## src/rtl/tmr_pkg.sv

```systemverilog
// Shared constants for the dual timer: register offsets, bus width and
// the number of counters. The map places counter i's reload register at
// 0x10 + 8*i and its count register at 0x14 + 8*i.
package tmr_pkg;
    localparam int unsigned NUM_TMR = 2;
    localparam int unsigned ADDR_W  = 5;
    localparam int unsigned DATA_W  = 32;

    localparam logic [ADDR_W-1:0] OFS_CTRL  = 5'h00;
    localparam logic [ADDR_W-1:0] OFS_CAUSE = 5'h04;
    localparam logic [ADDR_W-1:0] OFS_MASK  = 5'h08;

    // Offset of the reload register for counter idx.
    function automatic logic [ADDR_W-1:0] rld_ofs(input int idx);
        return ADDR_W'(16 + 8 * idx);
    endfunction

    // Offset of the live count register for counter idx.
    function automatic logic [ADDR_W-1:0] val_ofs(input int idx);
        return ADDR_W'(20 + 8 * idx);
    endfunction
endpackage

```

## src/rtl/tmr_decode.sv

```systemverilog
// Address decoder and read multiplexer.
// Assumes single-cycle accesses: a write strobe is valid only while
// sel and wr are both high. Reads ignore sel and are purely combinational.
module tmr_decode
    import tmr_pkg::*;
#(
    parameter int unsigned CNT_W = 32
) (
    input  logic                        sel_i,
    input  logic                        wr_i,
    input  logic [ADDR_W-1:0]           addr_i,
    input  logic [2*NUM_TMR-1:0]        ctrl_i,
    input  logic [NUM_TMR-1:0]          cause_i,
    input  logic [NUM_TMR-1:0]          mask_i,
    input  logic [NUM_TMR-1:0][CNT_W-1:0] rld_i,
    input  logic [NUM_TMR-1:0][CNT_W-1:0] val_i,
    output logic                        wr_ctrl_o,
    output logic                        wr_cause_o,
    output logic                        wr_mask_o,
    output logic [NUM_TMR-1:0]          wr_rld_o,
    output logic [NUM_TMR-1:0]          wr_val_o,
    output logic [DATA_W-1:0]           rdata_o
);
    logic wr_en;
    assign wr_en = sel_i && wr_i;

    // Write strobes for the shared registers.
    assign wr_ctrl_o  = wr_en && (addr_i == OFS_CTRL);
    assign wr_cause_o = wr_en && (addr_i == OFS_CAUSE);
    assign wr_mask_o  = wr_en && (addr_i == OFS_MASK);

    // Write strobes for the per-counter registers.
    for (genvar i = 0; i < NUM_TMR; i++) begin : g_strobe
        assign wr_rld_o[i] = wr_en && (addr_i == rld_ofs(i));
        assign wr_val_o[i] = wr_en && (addr_i == val_ofs(i));
    end

    // Read multiplexer; unmapped offsets return zero.
    always_comb begin
        rdata_o = '0;
        if (addr_i == OFS_CTRL)  rdata_o = DATA_W'(ctrl_i);
        if (addr_i == OFS_CAUSE) rdata_o = DATA_W'(cause_i);
        if (addr_i == OFS_MASK)  rdata_o = DATA_W'(mask_i);
        for (int i = 0; i < NUM_TMR; i++) begin
            if (addr_i == rld_ofs(i)) rdata_o = DATA_W'(rld_i[i]);
            if (addr_i == val_ofs(i)) rdata_o = DATA_W'(val_i[i]);
        end
    end
endmodule

```

## src/rtl/tmr_channel.sv

```systemverilog
// One down-counter with its reload register.
// Behaviour: a load write wins over counting. A running nonzero counter
// decrements. A running counter at zero refills from reload when
// auto-reload is on, and otherwise parks at zero. expire_o pulses on the
// cycle the count steps 1->0, and also on a zero-to-zero refill when the
// reload value is zero.
module tmr_channel #(
    parameter int unsigned CNT_W = 32
) (
    input  logic             clk,
    input  logic             rst_n,
    input  logic             en_i,
    input  logic             rld_en_i,
    input  logic             wr_rld_i,
    input  logic             wr_val_i,
    input  logic [CNT_W-1:0] wdata_i,
    output logic [CNT_W-1:0] rld_q,
    output logic [CNT_W-1:0] cnt_q,
    output logic             expire_o
);
    logic at_zero;
    logic at_one;
    assign at_zero = (cnt_q == '0);
    assign at_one  = (cnt_q == CNT_W'(1));

    // Reload register: written from the bus only.
    always_ff @(posedge clk) begin
        if (!rst_n)        rld_q <= '0;
        else if (wr_rld_i) rld_q <= wdata_i;
    end

    // Live counter: load, decrement, refill or hold.
    always_ff @(posedge clk) begin
        if (!rst_n)                   cnt_q <= '0;
        else if (wr_val_i)            cnt_q <= wdata_i;
        else if (en_i && !at_zero)    cnt_q <= cnt_q - CNT_W'(1);
        else if (en_i && rld_en_i)    cnt_q <= rld_q;
    end

    // Expiry pulse: the count enters zero this cycle.
    assign expire_o = en_i && !wr_val_i &&
                      (at_one || (at_zero && rld_en_i && rld_q == '0));

    AST_COUNT_STEP: assert property (@(posedge clk) disable iff (!rst_n)
        (en_i && !wr_val_i && !at_zero) |=> (cnt_q == $past(cnt_q) - CNT_W'(1)));
    AST_HOLD_IDLE: assert property (@(posedge clk) disable iff (!rst_n)
        (!en_i && !wr_val_i) |=> $stable(cnt_q));
    AST_LOAD_WINS: assert property (@(posedge clk) disable iff (!rst_n)
        wr_val_i |=> (cnt_q == $past(wdata_i)));
    AST_ONESHOT_PARK: assert property (@(posedge clk) disable iff (!rst_n)
        (en_i && !rld_en_i && !wr_val_i && at_zero) |=> (cnt_q == '0));
    AST_PARK_QUIET: assert property (@(posedge clk) disable iff (!rst_n)
        (!rld_en_i && at_zero) |-> !expire_o);
    AST_REFILL: assert property (@(posedge clk) disable iff (!rst_n)
        (en_i && rld_en_i && !wr_val_i && !wr_rld_i && at_zero) |=> (cnt_q == $past(rld_q)));
endmodule

```

## src/rtl/tmr_cause.sv

```systemverilog
// Cause and mask registers with the interrupt combine.
// Cause bits are write-zero-to-clear, and a same-cycle expiry wins over
// a clear. Mask bits are plain read/write, where 1 passes the flag.
module tmr_cause
    import tmr_pkg::*;
(
    input  logic               clk,
    input  logic               rst_n,
    input  logic [NUM_TMR-1:0] expire_i,
    input  logic               wr_cause_i,
    input  logic               wr_mask_i,
    input  logic [NUM_TMR-1:0] wdata_i,
    output logic [NUM_TMR-1:0] cause_q,
    output logic [NUM_TMR-1:0] mask_q,
    output logic               irq_o
);
    // Mask register: written from the bus only.
    always_ff @(posedge clk) begin
        if (!rst_n)         mask_q <= '0;
        else if (wr_mask_i) mask_q <= wdata_i;
    end

    for (genvar i = 0; i < NUM_TMR; i++) begin : g_bit
        // Cause flag: set on expiry, cleared by a written zero.
        always_ff @(posedge clk) begin
            if (!rst_n)                         cause_q[i] <= 1'b0;
            else if (expire_i[i])               cause_q[i] <= 1'b1;
            else if (wr_cause_i && !wdata_i[i]) cause_q[i] <= 1'b0;
        end

        AST_SET_WINS: assert property (@(posedge clk) disable iff (!rst_n)
            expire_i[i] |=> cause_q[i]);
        AST_ZERO_CLEARS: assert property (@(posedge clk) disable iff (!rst_n)
            (wr_cause_i && !wdata_i[i] && !expire_i[i]) |=> !cause_q[i]);
        AST_ONE_KEEPS: assert property (@(posedge clk) disable iff (!rst_n)
            (!expire_i[i] && !(wr_cause_i && !wdata_i[i])) |=> $stable(cause_q[i]));
    end

    // Interrupt line: any flag that its mask lets through.
    assign irq_o = |(cause_q & mask_q);
endmodule

```

## src/rtl/tick_timer_pair.sv

```systemverilog
// Top of the dual down-counting timer.
// Holds the shared control word and instantiates the decoder, one
// channel per counter and the cause/mask block.
// Assumes CNT_W <= 32. Control bit 2*i runs counter i, and bit 2*i+1
// enables its auto-reload.
module tick_timer_pair
    import tmr_pkg::*;
#(
    parameter int unsigned CNT_W = 32
) (
    input  logic              clk,
    input  logic              rst_n,
    input  logic              bus_sel,
    input  logic              bus_wr,
    input  logic [4:0]        bus_addr,
    input  logic [31:0]       bus_wdata,
    output logic [31:0]       bus_rdata,
    output logic              irq_o
);
    localparam int unsigned CTRL_W = 2 * NUM_TMR;

    logic [CTRL_W-1:0]              ctrl_q;
    logic                           wr_ctrl, wr_cause, wr_mask;
    logic [NUM_TMR-1:0]             wr_rld, wr_val, expire;
    logic [NUM_TMR-1:0]             cause_q, mask_q;
    logic [NUM_TMR-1:0][CNT_W-1:0]  rld_q, cnt_q;

    // Control word: per-counter run and auto-reload bits.
    always_ff @(posedge clk) begin
        if (!rst_n)       ctrl_q <= '0;
        else if (wr_ctrl) ctrl_q <= bus_wdata[CTRL_W-1:0];
    end

    tmr_decode #(.CNT_W(CNT_W)) u_decode (
        .sel_i      (bus_sel),
        .wr_i       (bus_wr),
        .addr_i     (bus_addr),
        .ctrl_i     (ctrl_q),
        .cause_i    (cause_q),
        .mask_i     (mask_q),
        .rld_i      (rld_q),
        .val_i      (cnt_q),
        .wr_ctrl_o  (wr_ctrl),
        .wr_cause_o (wr_cause),
        .wr_mask_o  (wr_mask),
        .wr_rld_o   (wr_rld),
        .wr_val_o   (wr_val),
        .rdata_o    (bus_rdata)
    );

    for (genvar i = 0; i < NUM_TMR; i++) begin : g_chan
        tmr_channel #(.CNT_W(CNT_W)) u_chan (
            .clk      (clk),
            .rst_n    (rst_n),
            .en_i     (ctrl_q[2*i]),
            .rld_en_i (ctrl_q[2*i+1]),
            .wr_rld_i (wr_rld[i]),
            .wr_val_i (wr_val[i]),
            .wdata_i  (bus_wdata[CNT_W-1:0]),
            .rld_q    (rld_q[i]),
            .cnt_q    (cnt_q[i]),
            .expire_o (expire[i])
        );
    end

    tmr_cause u_cause (
        .clk        (clk),
        .rst_n      (rst_n),
        .expire_i   (expire),
        .wr_cause_i (wr_cause),
        .wr_mask_i  (wr_mask),
        .wdata_i    (bus_wdata[NUM_TMR-1:0]),
        .cause_q    (cause_q),
        .mask_q     (mask_q),
        .irq_o      (irq_o)
    );

    AST_CTRL_HOLD: assert property (@(posedge clk) disable iff (!rst_n)
        !wr_ctrl |=> $stable(ctrl_q));
    AST_RESET_QUIET: assert property (@(posedge clk)
        !rst_n |=> (ctrl_q == '0 && cause_q == '0 && !irq_o));
endmodule

```

## config.mk

```make
export PLATFORM = sky130hd
export DESIGN_NAME = tick_timer_pair
export DESIGN_NICKNAME = d
export VERILOG_FILES = /design/src/rtl/tmr_pkg.sv /design/src/rtl/tmr_decode.sv /design/src/rtl/tmr_channel.sv /design/src/rtl/tmr_cause.sv /design/src/rtl/tick_timer_pair.sv
export SDC_FILE = /design/constraint.sdc
export NUM_CORES = 1
export LEC_CHECK = 0
export BUFFER_PORTS_ARGS = -buffer_cell sky130_fd_sc_hd__buf_2
export CAP_MARGIN = 10
export CORE_UTILIZATION = 40
export CTS_CLUSTER_DIAMETER = 200
export DETAILED_ROUTE_END_ITERATION = 10
export GPL_TIMING_DRIVEN = 0
export HOLD_SLACK_MARGIN = 0.02
export PLACE_DENSITY_LB_ADDON = 0.25
export SETUP_SLACK_MARGIN = 0.15
export SLEW_MARGIN = 15
export SYNTH_ARGS = -nofsm -noshare
export SYNTH_HDL_FRONTEND = slang
export SYNTH_HIERARCHICAL = 1
export SYNTH_SLANG_ARGS = --single-unit
```

## constraint.sdc

```tcl
create_clock -name clk -period 8.14 [get_ports clk]
set_input_delay 1.221 -clock clk [delete_from_list [all_inputs] [get_ports clk]]
set_output_delay 1.221 -clock clk [all_outputs]
set_load 0.005 [all_outputs]
```

# ---- After elaboration in Yosys (flattened, before gate mapping)
# Cells that the tools add are included.
dict set report classes {
  n_reduce_logical 40
  n_eq_ne 8
  bitwise 1
  n_mux 17
  add_sub_neg 2
}
# cell count
set ops {}
lappend ops {{$mux 32} 10}
lappend ops {{$logic_not 32->1} 4}
lappend ops {{$eq 32x1->1 const B} 2}
lappend ops {{$sub 32x1->32 const B} 2}
lappend ops {{$logic_and 1x1->1} 22}
lappend ops {{$eq 5x5->1 const B} 4}
lappend ops {{$mux 4} 3}
lappend ops {{$logic_not 1->1} 6}
lappend ops {{$reduce_bool 3->1} 2}
lappend ops {{$eq 5x3->1 const B} 1}
lappend ops {{$eq 5x4->1 const B} 1}
lappend ops {{$logic_not 5->1} 1}
lappend ops {{$mux 1} 4}
lappend ops {{$reduce_bool 2->1} 2}
lappend ops {{$and 2x2->2} 1}
lappend ops {{$logic_or 1x1->1} 2}
lappend ops {{$reduce_or 2->1} 1}
dict set report word_totals {
  out_inout_bits 33
  reg_bits 136
}

# ---- Logic depth before layout (Yosys ltp)
# Gate-level depths: netlist of run 1.
dict set report logic_depth {
  depth_word 8
  depth_mapped 12
  ltp_nobuf 9
}

# ---- Cells and area by module
# Netlist of run 1, hierarchy kept.
# module cells_each n_inst area_each_um2
set modules_own_cells {}
lappend modules_own_cells {{tmr_channel at g_chan[1].u_chan} 450 1 3717.3}
lappend modules_own_cells {{tmr_channel at g_chan[0].u_chan} 439 1 3676.0}
lappend modules_own_cells {tmr_decode 216 1 1111.1}
lappend modules_own_cells {tick_timer_pair 13 1 156.4}
lappend modules_own_cells {tmr_cause 15 1 148.9}

# ---- Worst setup path after synthesis of run 1
# OpenSTA, ideal clock, no wires.
dict set report synth_timing {
  path_kind {input -> output}
  startpoint {input bus_addr[2]}
  endpoint {output bus_rdata[22]}
  arrival_time_ns 2.260
  path_buffers 2
  path_stages 6
  path_slack_ns 4.659
  path_cell_list {buf_2 -> nand2b_1 -> nor3_4 -> buf_6 -> nand2_1 -> a31oi_1}
}
dict set report synth_via {
  elab_chain_len 5
  word_cells_on_any_way 8
  cone_classes {eq/ne (4); mux (4)}
}
# item line
set synth_rtl {}
lappend synth_rtl {{start, declared} tick_timer_pair.sv:15} ;# input logic [4:0] bus_addr,
lappend synth_rtl {{$eq 5x5->1} tmr_decode.sv:45} ;# if (addr_i == rld_ofs(i)) rdata_o = DATA_W'(rld_i[i]);
lappend synth_rtl {{$mux 32} tmr_decode.sv:45}
lappend synth_rtl {{$mux 32} tmr_decode.sv:46} ;# if (addr_i == val_ofs(i)) rdata_o = DATA_W'(val_i[i]);
lappend synth_rtl {{$mux 32} tmr_decode.sv:45}
lappend synth_rtl {{$mux 32 (*)} tmr_decode.sv:46}
lappend synth_rtl {{end, declared} tick_timer_pair.sv:17} ;# output logic [31:0] bus_rdata,
# Mark *: on every way between the ends. The rest lies on a longest branch, timed or not.

# ---- Worst setup path after layout of run 1
dict set report layout_timing {
  startpoint {input bus_addr[3]}
  endpoint {register g_chan[1].u_chan.cnt_q[7]}
}
dict set report layout_via {
  elab_chain_len 3
  word_cells_on_any_way 4
  cone_classes {eq/ne (1); mux (1); reduce/logical (2)}
}
# item line
set layout_rtl {}
lappend layout_rtl {{$eq 5x5->1 (*)} tmr_decode.sv:35} ;# assign wr_val_o[i] = wr_en && (addr_i == val_ofs(i));
lappend layout_rtl {{$logic_and 1x1->1 (*)} tmr_decode.sv:35}
lappend layout_rtl {{via wr_val[1]} tick_timer_pair.sv:24} ;# logic [NUM_TMR-1:0] wr_rld, wr_val, expire;
lappend layout_rtl {{$reduce_bool 3->1 (no line) or $mux 32 (tied branches)} -}
lappend layout_rtl {{end signal, assigned} tmr_channel.sv:35} ;# else if (wr_val_i) cnt_q <= wdata_i;
lappend layout_rtl {{end signal, assigned} tmr_channel.sv:36} ;# else if (en_i && !at_zero) cnt_q <= cnt_q - CNT_W'(1);
lappend layout_rtl {{end signal, assigned} tmr_channel.sv:37} ;# else if (en_i && rld_en_i) cnt_q <= rld_q;
lappend layout_rtl {{end, declared} tmr_channel.sv:18} ;# output logic [CNT_W-1:0] cnt_q,
# The timed path passes the listed nets; every way through them passes the cells marked *.
# A chain may end at the register's enable or synchronous reset.

==> run metrics, run 1 <==
status=complete, no violations; Worst-Margin Slew=1000 ps; switching share of power=25.9%; Post-Syn Instances=1,133; syn_nets=1,178; P_sw=398 uW; pwr dens=153 nW/um2; drt total wl=36,500 um; crit end category=flop; row count=53; Netlist Area Pre-Place=8810 um2; Slew Viols, Final=0; initial antenna violation count=0; hold_buf cts=0; PortBufs=72; # Max-Cap Violations=0; combinational power share=10.2%; Placed Cells=1,480; nets@finish=1,269; Non-Filler Instances=1,509; Worst EP required=8490 ps; Setup TNS=0 ps; largest net degree at the start of global routing=17; first-pass GRT wire length=54,200 um; # clock sinks=136; internal power=1.14 mW; Flop pwr share=43.9%; Period minus WS final=4340 ps; synthesis-to-layout area growth=13.9%; Die H=150 um; share of layout cells above drive strength 1=14.0%; Num CTS Buffers=17; fin crit share=53.4%; hold slack=507 ps; drt wl/cell=24.2 um; CP arrival=4700 ps; WS Path Type=in2reg; Post-synth ARST share=0%; IO Pins=74; Post-route DRC=0; synthesis-stage register bit count=136; final instance area=10,000 um2; clk_lat worst skew=430 ps; RSZ-0062 raised after global routing=no; count of distinct cell types in the synthesized netlist=90; post-synthesis sequential area ratio=30.9%; Detail Placement HPWL=28,000 um; Leakage Power=3.77 nW; Clock Skews=7.01 ps; worst IR drop on VDD=136 uV; depth of the CTS H-tree=4; GRT overflow=0; DRT iter0 DRCs=1,136; CTS tree=done; Final Hold Fails=0; Final Util=47.2%; clock network power share=45.9%; fmax=230 MHz; Final ANT Viol Nets=0; HP Class=reg2reg; placed cell area=9510 um2; vias per cell=6.43; Setup Fix Bufs, Post-CTS=0; synth warn=6; Worst slew margin=32.9%; Die X=150 um; area of the core=21,300 um2; EDFF count, synth=0; Clock transition at path regs=60 ps; Clock Tree Buf Depth=2; DRT Pass-1 Iters=9; post_cts resized=0; Main synth FF type=dfxtp_1; Max Fanout on Critical Path=10; die area=22,600 um2; GRT Total Usage=32.7%; crit start category=input port; starting density of the core=41.4%; CTS root buf=clkbuf_16; Final Setup Violations=0; vias after detailed routing=9,697; vias in the first global route=8,696; average size of a mapped cell=7.78 um2; RePlAce Congestion=1.02
-- power groups by stage --
| stage | Clock (mW) | Sequential [mW] | Combinational (mW) |
|---|---|---|---|
| 2_1_floorplan | 0 | 0.687 | 0.0904 |
| 3_3_place_gp | 0 | 0.689 | 0.152 |
| 5_1_grt | 0.738 | 0.675 | 0.165 |
| 4_1_cts | 0.709 | 0.675 | 0.152 |
| 6_report | 0.706 | 0.675 | 0.156 |
| 3_5_place_dp | 0 | 0.690 | 0.151 |
-- layout make-up --
class	count	area, um2
antenna	1	2.50
clock buffer	24	502
buffer	82	438
timing repair buffer	72	360
sequential	136	2720
inverter	20	75.1
clock inverter	4	20.0
multi-input combinational	895	5570
fill	2159	11200
tap	275	344
-- layout by cell type (no fill, tap or decap), drive strengths merged, types with 41 or more instances in the layout --
cell type  netlist  routed
mux2i           79      79
nor2           155     155
a21oi           62      62
nand2          128     128
buf             40     112
nor4            42      42
o21ai           73      73
dfxtp          136     136
clkbuf          40      64
a31oi           41      41
-- cell usage after synthesis, drive strengths merged, types with 8 or more instances --
master	count	share of area (%)
or4	19	1.7
clkbuf	40	1.7
xnor2	12	1.2
nor2b	11	0.78
o31ai	11	1.4
nor2	155	6.6
inv	18	0.77
a31oi	41	2.9
mux2i	79	9.0
a211oi	12	1.1
nor4	42	3.4
dfxtp	136	31
o221ai	12	1.2
a21oi	62	3.5
buf	40	3.0
nand4	12	0.92
nor3b	8	0.74
o21ai	73	4.2
nor3	39	2.8
or3	11	0.78
nand2	128	5.5
o22ai	15	1.1
o211ai	9	0.77
nand3	28	1.6
-- worst paths after layout --
| kind | startpoint | to | slack, ps | depth (start not counted) |
|---|---|---|---|---|
| setup / recovery | bus_addr[3] | g_chan[1].u_chan/cnt_q[7] | 3800 | 10 |
| hold / removal | g_chan[0].u_chan/cnt_q[27] | g_chan[0].u_chan/cnt_q[27] | 510 | 2 |
| setup reg to reg | g_chan[0].u_chan/cnt_q[0] | g_chan[0].u_chan/cnt_q[17] | 4610 | 10 |
| hold reg to reg | g_chan[0].u_chan/cnt_q[27] | g_chan[0].u_chan/cnt_q[27] | 510 | 2 |
-- critical path, stage by stage --
cell	delay, ps
buf_2	230
buf_2	300
clkbuf_1	450
nand3_1	200
nor2_1	390
buf_1	560
clkbuf_1	580
clkbuf_1	440
nand2_1	120
a31oi_1	180
-- stage by stage --
| step | power, mW | setup WS, ps |
|---|---|---|
| 6_report | 1.54 | 3800 |
| 5_1_grt | 1.58 | 3560 |
| 4_1_cts | 1.54 | 3810 |
| 3_5_place_dp | 0.841 | 3360 |
| 3_3_place_gp | 0.841 | 3370 |
| 2_1_floorplan | 0.777 | 4660 |
-- cells by family after synthesis --
group                      after synthesis  synth area share [%]
AOI/OAI and AO/OA                      303                  23.6
xor gates and xnor gates                19                  1.89
adders and majority gates                4                 0.568
buffers and inverters                  102                  5.82
DFF                                    136                  30.9
muxes                                   83                  9.49
and+or+nand+nor                        486                  27.8
-- routing by layer --
metal	GRT usage [%]	up-vias	routed length, um
met5	0	-	0
met4	14.2	0	1410
met3	4.88	96	3550
met2	51.0	597	16500
met1	44.5	4591	15000
li1	-	4413	-
-- registers in the layout, summed over array words and instances (netlist names) --
register and cells:
ctrl_q 4, g_chan.u_chan/cnt_q 64, g_chan.u_chan/rld_q 64, u_cause/cause_q 2, u_cause/mask_q 2
(Power assumes the default switching activity.)
==> inputs of run 2 (changes only) <==
==> constraint.sdc (replaced) <==
create_clock -name clk -period 3.77 [get_ports clk]
set_input_delay 0.5655 -clock clk [delete_from_list [all_inputs] [get_ports clk]]
set_output_delay 0.5655 -clock clk [all_outputs]
set_load 0.005 [all_outputs]
==> run metrics, run 2 (same netlist as run 1, synthesis figures left out) <==
status=complete, no violations; Leakage Power=3.78 nW (+0.41%); drt wl/cell=24.1 um (-0.20%); Detail Placement HPWL=28,000 um (unchanged); Hold Path Sink=g_chan[1].u_chan/rld_q[27]; GRT Total Usage=32.7% (unchanged); Final ANT Viol Nets=0 (unchanged); DRT Pass-1 Iters=5 (-4); depth of the CTS H-tree=4 (unchanged); R2R cell count=10 (unchanged); final instance area=10,100 um2 (+0.21%); top flop regs=g_chan.u_chan/cnt_q (64), g_chan.u_chan/rld_q (64), ctrl_q (4); Final Hold Fails=0 (unchanged); pwr dens=330 nW/um2 (+120%); hold_buf cts=0 (unchanged); Final Util=47.3% (+0.10 points); CTS root buf=clkbuf_16; P_sw=860 uW (+120%); fin crit share=93.1%; placed cell area=9510 um2 (unchanged); Flop pwr share=43.9% (about the same); row count=53 (unchanged); clock network power share=45.9% (about the same); Post-route DRC=0 (unchanged); GRT overflow=0 (unchanged); Clock Skews=8.10 ps (+1.09 ps); nets@finish=1,271 (+0.16%); RSZ-0062 raised after global routing=no; crit start category=input port; CP arrival=3860 ps (-840 ps); commonest cells after routing, fill and taps aside=nor2_1, dfxtp_1, nand2_1; largest net degree at the start of global routing=17 (unchanged); starting density of the core=41.4% (unchanged); hold path start=bus_wdata[27]; Max Fanout on Critical Path=10 (unchanged); FF-to-FF Start=g_chan[0].u_chan/cnt_q[0]; Non-Filler Instances=1,510 (+0.066%); combinational power share=10.2% (about the same); share of layout cells above drive strength 1=14.4% (+0.38 points); hold slack=463 ps (-44.4 ps); HP Class=in2reg; RePlAce Congestion=1.02 (unchanged); PortBufs=72 (unchanged); Num CTS Buffers=17 (unchanged); Slew Viols, Final=0 (unchanged); Clock transition at path regs=50 ps (about the same); first-pass GRT wire length=54,200 um (unchanged); Setup TNS=0 ps (unchanged); area of the core=21,300 um2 (unchanged); switching share of power=25.9% (about the same); fmax=285 MHz; clk_lat worst skew=430 ps (about the same); crit end category=flop; initial antenna violation count=0 (unchanged); Worst slew margin=32.4% (-0.54 points); CTS tree=done; worst IR drop on VDD=292 uV (+120%); internal power=2.46 mW (+120%); WS Path Type=in2reg; vias after detailed routing=9,650 (-0.48%); Placed Cells=1,480 (unchanged); DRT iter0 DRCs=1,182 (+4.0%); Clock Tree Buf Depth=2 (unchanged); Period minus WS final=3510 ps; Final Setup Violations=0 (unchanged); die area=22,600 um2 (unchanged); drt total wl=36,400 um (-0.13%); Hold Path Depth=3 (+1); synthesis-to-layout area growth=14.2%; most common cell after layout, fill and taps aside=nor2_1; R2R setup slack=380 ps (-4230 ps); # Max-Cap Violations=0 (unchanged); Worst EP required=4120 ps (-4370 ps); vias in the first global route=8,696 (unchanged); # clock sinks=136 (unchanged); Reg2Reg Capture Point=g_chan[0].u_chan/cnt_q[12]; Die H=150 um (unchanged); vias per cell=6.39 (-0.55%); n_diodes=0 (-1); Die X=150 um (unchanged); Worst-Margin Slew=1010 ps (+8.01 ps); IO Pins=74 (unchanged)
[run 2: changes by cell type in the layout (fill, tap and decap cells not counted), sizes merged]
cell / previous run / this run
buf: 112 / 114
diode: 1 / 0
[run 2: final cells by class]
class / count / area, um2
flip-flops and latches: 136 / 2720
inverters: 20 / 75.1
fillers: 2158 / 11200
multi-input cells: 895 / 5580
well taps: 275 / 344
clock buffers: 24 / 502
clock inverters: 4 / 20.0
repair buffers: 74 / 375
plain buffers: 82 / 440
[run 2: how the worst max path moves through the flow]
stage | end | depth (start not counted) | start
global route | g_chan[0].u_chan/cnt_q[13] | 12 | bus_addr[3]
finish | u_cause/cause_q[0] | 10 | bus_addr[3]
global placement | g_chan[0].u_chan/cnt_q[11] | 11 | bus_addr[3]
CTS | g_chan[1].u_chan/cnt_q[7] | 10 | bus_addr[3]
detailed placement | g_chan[0].u_chan/cnt_q[9] | 11 | bus_addr[3]
floorplan | g_chan[1].u_chan/cnt_q[16] | 10 | bus_addr[3]
[run 2: per-stage QoR]
stage	setup slack [ps]	power, mW
3_5_place_dp	-354	1.81
3_3_place_gp	-348	1.82
4_1_cts	222	3.32
6_report	262	3.32
2_1_floorplan	998	1.68
5_1_grt	166	3.41
[run 2: worst max-delay path, cell delays in order]
cell and delay, ps:
buf_2 230, buf_2 300, clkbuf_1 460, nor3_1 160
clkbuf_1 280, nor2_1 710, nand4_1 180, nor4_1 670
o21ai_0 150, a21oi_1 140
[run 2: per-layer routing]
layer | vias up | global-route usage, % | wire length [um] | share of wire [%]
met5 | - | 0 | 0 | 0
met4 | 0 | 14.2 | 1370 | 3.8
met3 | 92 | 4.88 | 3290 | 9.0
met2 | 563 | 51.0 | 16600 | 45
met1 | 4584 | 44.5 | 15200 | 42
li1 | 4411 | - | - | -
[run 2: timing repair]
item,in CTS,in global routing
gates cloned,0,0
buffers inserted,0,2
gates resized for setup,1,3
endpoints found under the hold margin,0,0
pin swaps,0,1
setup endpoints to repair,4,27
[run 2: power by group through the flow]
| stage | Sequential [mW] | Combinational (mW) | Clock (mW) |
|---|---|---|---|
| 5_1_grt | 1.46 | 0.357 | 1.59 |
| 2_1_floorplan | 1.48 | 0.195 | 0 |
| 3_3_place_gp | 1.49 | 0.328 | 0 |
| 6_report | 1.46 | 0.338 | 1.52 |
| 4_1_cts | 1.46 | 0.327 | 1.53 |
| 3_5_place_dp | 1.49 | 0.326 | 0 |
==> inputs of run 3 (changes only) <==
--- a/config.mk
+++ b/config.mk
@@ -7,9 +7,11 @@
 export LEC_CHECK = 0
 export BUFFER_PORTS_ARGS = -buffer_cell sky130_fd_sc_hd__buf_2
 export CAP_MARGIN = 10
+export CORE_ASPECT_RATIO = 0.8
 export CORE_UTILIZATION = 40
 export CTS_CLUSTER_DIAMETER = 200
 export DETAILED_ROUTE_END_ITERATION = 10
+export GPL_ROUTABILITY_DRIVEN = 1
 export GPL_TIMING_DRIVEN = 0
 export HOLD_SLACK_MARGIN = 0.02
 export PLACE_DENSITY_LB_ADDON = 0.25
==> run metrics, run 3 (same netlist as run 1, synthesis figures left out) <==
status=complete, no violations; vias per cell=6.58 (+3.0%); crit-path max cell delay=590 ps (-120 ps); RePlAce Congestion=1.00 (-1.6%); GRT Total Usage=33.3% (+0.56 points); Final ANT Viol Nets=0 (unchanged); clk_lat worst skew=430 ps (about the same); Largest delay share family, worst path=simple AND/OR/NAND/NOR gates; Detail Placement HPWL=28,900 um (+3.3%); vias in the first global route=8,789 (+1.1%); Final Setup Violations=0 (unchanged); final instance area=10,100 um2 (+0.62%); CTS tree=done; largest net degree at the start of global routing=17 (unchanged); Leakage Power=3.81 nW (+0.64%); PortBufs=72 (unchanged); hold slack=456 ps (-7.42 ps); IO Pins=74 (unchanged); Final Util=46.9% (-0.31 points); WP buf/inv=3 (-1); Clock transition at path regs=60 ps (about the same); crit start category=flop; DRT Pass-1 Iters=6 (+1); Period minus WS final=3480 ps (-25.3 ps); n_diodes=0 (unchanged); Final Hold Fails=0 (unchanged); GRT overflow=0 (unchanged); drt total wl=37,600 um (+3.3%); crit end category=flop; first-pass GRT wire length=55,500 um (+2.5%); Design Power=3.54 mW (+6.6%); depth of the CTS H-tree=4 (unchanged); synthesis-to-layout area growth=14.9%; Slew Viols, Final=0 (unchanged); area of the core=21,600 um2 (+1.3%); nets@finish=1,268 (-0.24%); Worst slew margin=13.2% (-19 points); row count=48 (-9.4%); Post-route DRC=0 (unchanged); initial antenna violation count=1 (+1); pwr dens=350 nW/um2 (+6.0%); drt wl/cell=24.9 um (+3.3%); most common cell after layout, fill and taps aside=nor2_1; # clock sinks=136 (unchanged); fmax=287 MHz (+0.72%); vias after detailed routing=9,946 (+3.1%); placed cell area=9510 um2 (unchanged); Num CTS Buffers=17 (unchanged); Max Fanout on Critical Path=9 (-1); CTS root buf=clkbuf_16; Clock Tree Buf Depth=2 (unchanged); die area=22,600 um2 (about the same); RSZ-0062 raised after global routing=no; Die X=168 um (+12%); top flop regs=g_chan.u_chan/cnt_q (64), g_chan.u_chan/rld_q (64), ctrl_q (4); Die H=135 um (-10%); WS Path Type=reg2reg; starting density of the core=40.9% (-0.53 points); # Max-Cap Violations=0 (unchanged); HP Class=in2reg; Setup Fix Bufs, Post-CTS=0 (unchanged); Setup TNS=0 ps (unchanged); fin crit share=92.4% (-0.67 points); DRT iter0 DRCs=1,422 (+20%); Worst EP required=4060 ps (-60 ps); Worst-Margin Slew=1300 ps (+286 ps); Clock Skews=11.3 ps (+3.16 ps); worst IR drop on VDD=278 uV (-4.8%); commonest cells after routing, fill and taps aside=nor2_1, dfxtp_1, nand2_1; CP Cell Sequence=clkbuf_1 -> inv_1 -> ha_1 -> or3b_2 -> or4_1 -> buf_4 -> o41ai_4 -> nand2_2 -> nand2_1 -> o221ai_1; CP arrival=3780 ps (-80 ps); share of layout cells above drive strength 1=14.9% (+0.47 points); crit path max-delay cell type=or3b_2
==> run 3: changes by cell type in the layout (fill, tap and decap cells not counted), moves of 2 or more <==
cell,change
clkbuf_8,-4
clkbuf_2,+2
clkbuf_1,-3
buf_4,-2
clkinvlp_4,+3
bufinv_16,+3
==> run 3: timing repair <==
action / in CTS / in global routing
resized for setup: 4 / 5
pin swaps: 0 / 0
setup endpoints to repair: 25 / 31
hold buffers: 0 / 0
==> run 3: path summary, 6_finish.rpt <==
| check | slack (ps) | from | cells after the start | to |
|---|---|---|---|---|
| setup / recovery | 290 | g_chan[0].u_chan/cnt_q[0] | 10 | g_chan[0].u_chan/cnt_q[17] |
| hold / removal | 460 | bus_wdata[27] | 3 | g_chan[0].u_chan/rld_q[27] |
| setup reg to reg | 290 | g_chan[0].u_chan/cnt_q[0] | 10 | g_chan[0].u_chan/cnt_q[17] |
| hold reg to reg | 500 | g_chan[0].u_chan/cnt_q[27] | 2 | g_chan[0].u_chan/cnt_q[27] |
==> run 3: worst register-to-register path, cell delays in order (launching register included) <==
cell,delay [ps]
dfxtp_1,330
clkbuf_1,180
inv_1,90
ha_1,300
or3b_2,590
or4_1,430
buf_4,200
o41ai_4,530
nand2_2,190
nand2_1,350
o221ai_1,170
==> run 3: cell type report <==
class | count | area [um2]
buffer | 81 | 440
clock buffer | 20 | 447
clock inverter | 12 | 150
fill | 2178 | 11400
inverter | 20 | 75.1
multi-input combinational | 895 | 5580
sequential | 136 | 2720
tap | 275 | 344
timing repair buffer | 72 | 360
==> run 3: per-layer routing <==
metal / share of wire (%) / wire (um) / track usage, %
met3: 11 / 4050 / 8.15
met5: 0.035 / 13 / 0
met1: 46 / 17300 / 48.8
met4: 2.2 / 827 / 9.73
met2: 41 / 15500 / 47.6
==> run 3: per-stage QoR <==
step                      cells  setup WS [ps]
after floorplan            1133            998
after global placement     1480           -430
after detailed placement   1480           -425
after CTS                  1512            191
after global routing       1511            232
final                      1511            287
==> run 3: where the power goes <==
part	internal, mW	switching, mW	leakage, nW	total, mW
registers	1.44	0.0129	1.10	1.46
logic	0.108	0.233	2.43	0.341
clock network	1.06	0.687	0.286	1.74
total	2.61	0.933	3.81	3.54
